===== config.mk =====
export PLATFORM = sky130hd
export DESIGN_NAME = dbg_halt_ctrl
export DESIGN_NICKNAME = d
export VERILOG_FILES = /design/src/rtl/dbgc_pkg.sv /design/src/rtl/dbgc_brk_sync.sv /design/src/rtl/dbgc_mode_fsm.sv /design/src/rtl/dbgc_run_cfg.sv /design/src/rtl/dbgc_clk_qual.sv /design/src/rtl/dbg_halt_ctrl.sv
export SDC_FILE = /design/constraint.sdc
export NUM_CORES = 1
export LEC_CHECK = 0
export BUFFER_PORTS_ARGS = -buffer_cell sky130_fd_sc_hd__buf_2
export CORE_AREA = 2 2 39 41
export DETAILED_ROUTE_END_ITERATION = 7
export DIE_AREA = 0 0 41 43
export PLACE_DENSITY_LB_ADDON = 0.1
export SYNTH_ARGS = -nofsm -noshare
export SYNTH_HDL_FRONTEND = slang
export SYNTH_SLANG_ARGS = --single-unit

===== constraint.sdc =====
create_clock -name clk -period 1.55 [get_ports clk]
set_input_delay 0.31 -clock clk [delete_from_list [all_inputs] [get_ports clk]]
set_output_delay 0.31 -clock clk [all_outputs]
set_load 0.01 [all_outputs]

===== src/rtl/dbgc_pkg.sv =====
package dbgc_pkg;

    localparam int NUM_DOM   = 2;
    localparam int DOM_MAIN  = 0;
    localparam int DOM_OSC   = 1;
    localparam int ADDR_W    = 24;
    localparam int WORK_SIZE = 64;
    localparam int WORK_ALGN = $clog2(WORK_SIZE);

    typedef enum logic {
        MODE_RUN  = 1'b0,
        MODE_HALT = 1'b1
    } mode_e;

    typedef struct packed {
        logic brk_sw;
        logic brk_pin;
        logic ret;
    } dbg_req_t;

    // Return has priority over any entry request.
    function automatic mode_e next_mode(input mode_e cur, input dbg_req_t r);
        mode_e n;
        if (r.ret)
            n = MODE_RUN;
        else if (cur == MODE_HALT)
            n = MODE_HALT;
        else if (r.brk_sw || r.brk_pin)
            n = MODE_HALT;
        else
            n = MODE_RUN;
        return n;
    endfunction

    function automatic logic dom_enable(input mode_e m, input logic run_bit);
        return (m == MODE_RUN) || run_bit;
    endfunction

endpackage


===== src/rtl/dbgc_brk_sync.sv =====
module dbgc_brk_sync #(
    parameter int SYNC_STAGES = 2
) (
    input  logic clk,
    input  logic rst,
    input  logic line_i,
    output logic fall_o
);
    localparam int LAST = SYNC_STAGES - 1;

    logic [SYNC_STAGES-1:0] sync_q;
    logic                   prev_q;

    always_ff @(posedge clk) begin
        if (rst) begin
            sync_q <= '1;
            prev_q <= 1'b1;
        end else begin
            sync_q <= {sync_q[SYNC_STAGES-2:0], line_i};
            prev_q <= sync_q[LAST];
        end
    end

    assign fall_o = prev_q & ~sync_q[LAST];

endmodule


===== src/rtl/dbgc_mode_fsm.sv =====
module dbgc_mode_fsm
    import dbgc_pkg::*;
(
    input  logic     clk,
    input  logic     rst,
    input  dbg_req_t req_i,
    output mode_e    mode_o,
    output mode_e    mode_nxt_o
);
    mode_e mode_q;
    mode_e mode_d;

    always_comb mode_d = next_mode(mode_q, req_i);

    always_ff @(posedge clk) begin
        if (rst) mode_q <= MODE_RUN;
        else     mode_q <= mode_d;
    end

    assign mode_o     = mode_q;
    assign mode_nxt_o = mode_d;

endmodule


===== src/rtl/dbgc_run_cfg.sv =====
module dbgc_run_cfg #(
    parameter int N = 2
) (
    input  logic         clk,
    input  logic         rst,
    input  logic [N-1:0] we_i,
    input  logic [N-1:0] wdata_i,
    output logic [N-1:0] run_o,
    output logic [N-1:0] run_nxt_o
);
    logic [N-1:0] run_q;

    for (genvar i = 0; i < N; i++) begin : g_bit
        assign run_nxt_o[i] = we_i[i] ? wdata_i[i] : run_q[i];
        always_ff @(posedge clk) begin
            if (rst) run_q[i] <= 1'b0;
            else     run_q[i] <= run_nxt_o[i];
        end
    end

    assign run_o = run_q;

endmodule


===== src/rtl/dbgc_clk_qual.sv =====
module dbgc_clk_qual
    import dbgc_pkg::*;
#(
    parameter int N = 2
) (
    input  logic         clk,
    input  logic         rst,
    input  mode_e        mode_nxt_i,
    input  logic [N-1:0] run_nxt_i,
    output logic [N-1:0] en_o
);
    logic [N-1:0] en_q;

    for (genvar i = 0; i < N; i++) begin : g_dom
        always_ff @(posedge clk) begin
            if (rst) en_q[i] <= 1'b1;
            else     en_q[i] <= dom_enable(mode_nxt_i, run_nxt_i[i]);
        end
    end

    assign en_o = en_q;

endmodule


===== src/rtl/dbg_halt_ctrl.sv =====
module dbg_halt_ctrl
    import dbgc_pkg::*;
#(
    parameter int                SYNC_STAGES = 2,
    parameter logic [ADDR_W-1:0] WORK_BASE   = 24'h000FC0
) (
    input  logic               clk,
    input  logic               rst,
    input  logic               brk_exec_i,
    input  logic               retd_exec_i,
    input  logic               brk_line_i,
    input  logic [NUM_DOM-1:0] cfg_we_i,
    input  logic [NUM_DOM-1:0] cfg_wdata_i,
    output logic               dbg_active_o,
    output logic               irq_mask_o,
    output logic               nmi_mask_o,
    output logic [NUM_DOM-1:0] dom_clk_en_o,
    output logic [ADDR_W-1:0]  work_base_o
);
    logic               pin_fall;
    dbg_req_t           req;
    mode_e              mode_cur;
    mode_e              mode_nxt;
    logic [NUM_DOM-1:0] run_cur;
    logic [NUM_DOM-1:0] run_nxt;

    dbgc_brk_sync #(.SYNC_STAGES(SYNC_STAGES)) u_sync (
        .clk    (clk),
        .rst    (rst),
        .line_i (brk_line_i),
        .fall_o (pin_fall)
    );

    always_comb begin
        req.brk_sw  = brk_exec_i;
        req.brk_pin = pin_fall;
        req.ret     = retd_exec_i;
    end

    dbgc_mode_fsm u_fsm (
        .clk        (clk),
        .rst        (rst),
        .req_i      (req),
        .mode_o     (mode_cur),
        .mode_nxt_o (mode_nxt)
    );

    dbgc_run_cfg #(.N(NUM_DOM)) u_cfg (
        .clk       (clk),
        .rst       (rst),
        .we_i      (cfg_we_i),
        .wdata_i   (cfg_wdata_i),
        .run_o     (run_cur),
        .run_nxt_o (run_nxt)
    );

    dbgc_clk_qual #(.N(NUM_DOM)) u_qual (
        .clk        (clk),
        .rst        (rst),
        .mode_nxt_i (mode_nxt),
        .run_nxt_i  (run_nxt),
        .en_o       (dom_clk_en_o)
    );

    assign dbg_active_o = (mode_cur == MODE_HALT);
    assign irq_mask_o   = (mode_cur == MODE_HALT);
    assign nmi_mask_o   = (mode_cur == MODE_HALT);
    assign work_base_o  = WORK_BASE;

endmodule


== After elaboration in Yosys (flattened, before gate mapping) ==
Cells that the tools add are included.

* Bits in registers: 8
* Word-level logic and storage cells: 18
* Input port bits: 9

* Reduce and logical (&&, ||, !) cells: 3
* Multiplexer cells: 5
* Bitwise logic cells: 3

{| class="wikitable"
|+ Operators with widths
! operator !! number
|-
| two-way mux 1 bit || 5
|-
| logical OR 1 bit || 3
|-
| NOT 1 bit || 2
|-
| AND 1 bit || 1
|}

== Depth between registers and ports, before layout ==
* Depth after elaboration: 8
* Depth in mapped cells: 2
* Mapped depth without buffers: 2

== Cells and area by module ==
Synthesis repeated with hierarchy kept, for this count alone.

* Cells, all modules: 49
* Area total of the unflattened synthesis: 481.7 um2

{| class="wikitable"
|+ Modules (own cells, without submodules)
! module !! instances !! seq. area each (um2) !! cells an instance !! area each (um2)
|-
| dbg_halt_ctrl || 1 || 0.0 || 28 || 202.7
|-
| dbgc_run_cfg || 1 || 40.0 || 6 || 97.6
|-
| dbgc_brk_sync || 1 || 60.1 || 7 || 85.1
|-
| dbgc_clk_qual || 1 || 40.0 || 4 || 57.6
|-
| dbgc_mode_fsm || 1 || 20.0 || 4 || 38.8
|}

== Least setup slack after synthesis ==
OpenSTA, ideal clock, no wires.

* Path type: reg-to-output
* From: reg u_fsm.mode_q (netlist: u_fsm.mode_o)
* To: out irq_mask_o
* Arrival time: 612 ps
* Required time: 1,240 ps
* Setup slack: 628 ps
* Cell stages (with the launch flop): 2
* Path buffers: 1
* Cells stage by stage: dfxtp_1 > buf_4

{| class="wikitable"
|+ RTL lines
! what !! line !! RTL
|-
| from (decl) || dbgc_mode_fsm.sv:10 || <nowiki>mode_e mode_q;</nowiki>
|-
| from (signal assigned) || dbgc_mode_fsm.sv:17 || <nowiki>else mode_q <= mode_d;</nowiki>
|-
| to (decl) || dbg_halt_ctrl.sv:15 || <nowiki>output logic irq_mask_o,</nowiki>
|}

No word-level cell between the ends.

== Final worst setup path ==
* From: reg u_fsm.mode_q (netlist: u_fsm.mode_o)
* To: out irq_mask_o

No word-level cell between the ends.

==> flow_summary.yaml <==
sta:
  fmax_mhz: 874.0
  rsz0062_at_grt: "false"
  skew_ns: 0.003621
  finalMaxSlewViolations: 0
  finalWorstSetupSlack_ns: 0.4058
  setup_viol: 0
  setup_tns_ns: 0
  final-hold-violation-count: 0
  post-route-period-util: 0.7382
  fin_crit_ns: 1.144
drt:
  drtAntennaViolNets: 0
  via_count: 257
  via_per_inst: 3.382
  firstDrtPassIters: 2
  drtIter0Drc: 1
  wl_per_cell_um: 6.645
  wl_um: 505
  route.detailed.drc: 0
cells_and_area:
  fin_nets: 71
  antenna_cells: 0
  syn2layout_area_growth_pct: -1.053
  final_area_um2: 470.5
  finish.utilization: 0.3400
  nFillCells: 150
  drive_above_1_share: 0.3500
synth:
  synth_async_sr_flop_share: 0
  synth_area_um2: 475.5
  ys_warn_count: 0
  netlist_instances: 48
  ys_types: 11
  ys_seq_elements: 8
  synth.area.top_cells: "buf_4, dfxtp_1, o311ai_2"
  yosysMostFrequentCell: "buf_4"
  yosysTopAreaCell: "buf_4"
  synth_top_area_frac: 0.4105
  synth_commonest_cells: "buf_4, dfxtp_1"
  syn_avg_cell_area_um2: 9.905
  synth_edf_count: 0
  synthFlopType: "dfxtp_1"
  ys_seq_area_frac: 0.3368
clock_network:
  clkSinkCount: 8
  clock_path_buffers: 2
  cts_root_buffer: "clkbuf_4"
  clk_latency_ns: 0.25
  postCtsSetupBuffers: 0
  h-tree-depth: 1
  ctsHoldBuffers: 0
  cts_buffers: 3
  cts-resized-gates: 0
  clkTransAtPathRegs_ns: 0.05
  tritoncts: "built"
grt:
  antenna_found_initial: 0
  grt_pass1_vias: 184
  grtUsageTotal: 0.06030
  grt_pass1_wl_um: 641
  overflow: 0
  grt_max_degree: 7
floorplanning:
  io_pins: 38
  core_um2: 1384
  die_h_um: 43
  start_util: 0.3436
  rows: 14
  die_w_um: 41
  dieArea_um2: 1763
status:
  status: "finished, final reports clean"
worst_setup_path:
  cp.required_ns: 1.24
  r2r_start: "u_cfg.run_o[0]$_SDFF_PP0_"
  cp_slowest_stage_delay_ns: 0.41
  slowest_stage: "dfxtp_1"
  crit_chain: "buf_2"
  reg2reg_depth: 2
  critical_path_class: "flip-flop to primary output"
  crit_path_end_kind: "primary output"
  critPathBufInv: 1
  start_kind: "flip-flop"
  cp_top_family: "flip-flops"
  arrival_ns: 0.83
  r2r_slack_ns: 0.77
  worst-path-max-fanout: 6
  r2r_end: "u_qual.en_o[0]$_SDFF_PP1_"
min_path:
  min_to: "u_sync.sync_q[0]$_SDFF_PP1_"
  min_from: "brk_line_i"
  hold_depth: 2
  hold_path_class: "input port to flip-flop"
power_and_ir_drop:
  total_power_w: 0.0004447
  vdd_drop_max_mv: 0.4418
  power_density_nw_per_um2: 945.3
  leakagePower_nw: 0.2473
placed_design:
  dp_worst_setup_slack_ns: 0.5947
  routabilityCongestion: 0.5668
  detailed_place_hpwl_um: 430.9
  io_buffers: 13
  placed_cell_area_um2: 447.9
run:
  drv_cap: 0
-- area by class of cell --
cell class	count	area, µm²	area share
multi-input combinational	36	202.7	0.4309
sequential	8	160.2	0.3404
timing repair buffer	13	65.06	0.1383
clock buffer	3	22.52	0.04787
tap	16	20.02	0.04255
-- layer usage --
metal / track usage / vias to the layer above / wire length, µm
met3: 0.07853 / 0 / 95
met1: 0.04839 / 111 / 167
met5: 0 / - / 0
met2: 0.08438 / 19 / 242
li1: - / 127 / -
met4: 0.02000 / 0 / 0
-- stage by stage --
step	instances	hold WS, ns
2_1_floorplan	70	0.3824
4_1_cts	76	0.2227
3_5_place_dp	73	0.4032
6_report	76	0.2307
5_1_grt	76	0.2316
3_3_place_gp	73	0.4053
-- state kept, by name (all words and copies together), names as in the netlist --
name and flops:
u_cfg.run_o 2, u_fsm.mode_o 1, u_qual.en_o 2, u_sync.prev_q 1
u_sync.sync_q 2
-- layout by cell type (no fill, tap or decap) --
cell type  count
conb_1        24
buf_2         13
dfxtp_1        8
clkbuf_4       3
mux2i_1        2
nor2_1         2
o311ai_2       2
or2_1          2
or2_2          1
nor2b_4        1
nor2_4         1
o31a_1         1
-- cell families (layout without fill, tap and decap cells) --
| group | Yosys count | count (layout) | synth area share |
|---|---|---|---|
| other cells | 2 | 24 | 0.01580 |
| buf+inv | 26 | 16 | 0.4105 |
| compound gates | 3 | 3 | 0.08684 |
| flops | 8 | 8 | 0.3368 |
| mux | 2 | 2 | 0.04211 |
| simple gates | 7 | 7 | 0.1079 |
-- power by group --
| part | switching [W] | internal, W | total, W |
|---|---|---|---|
| Clock | 0.0000684 | 0.0000884 | 0.000157 |
| Sequential | 0.00000439 | 0.000216 | 0.000220 |
| Combinational | 0.0000459 | 0.0000217 | 0.0000676 |
| Total | 0.000119 | 0.000326 | 0.000445 |
-- how the worst max path moves through the flow --
| stage | from | endpoint | slack (ns) | cells past startpoint |
|---|---|---|---|---|
| finish | u_fsm.mode_o$_SDFF_PP0_ | irq_mask_o | 0.41 | 1 |
| global route | u_fsm.mode_o$_SDFF_PP0_ | dbg_active_o | 0.33 | 1 |
| global placement | cfg_we_i[0] | u_qual.en_o[0]$_SDFF_PP1_ | 0.58 | 3 |
| CTS | u_fsm.mode_o$_SDFF_PP0_ | irq_mask_o | 0.38 | 1 |
| floorplan | u_fsm.mode_o$_SDFF_PP0_ | irq_mask_o | 0.63 | 1 |
| detailed placement | cfg_we_i[0] | u_qual.en_o[0]$_SDFF_PP1_ | 0.59 | 3 |
(Power assumes the default switching activity.)
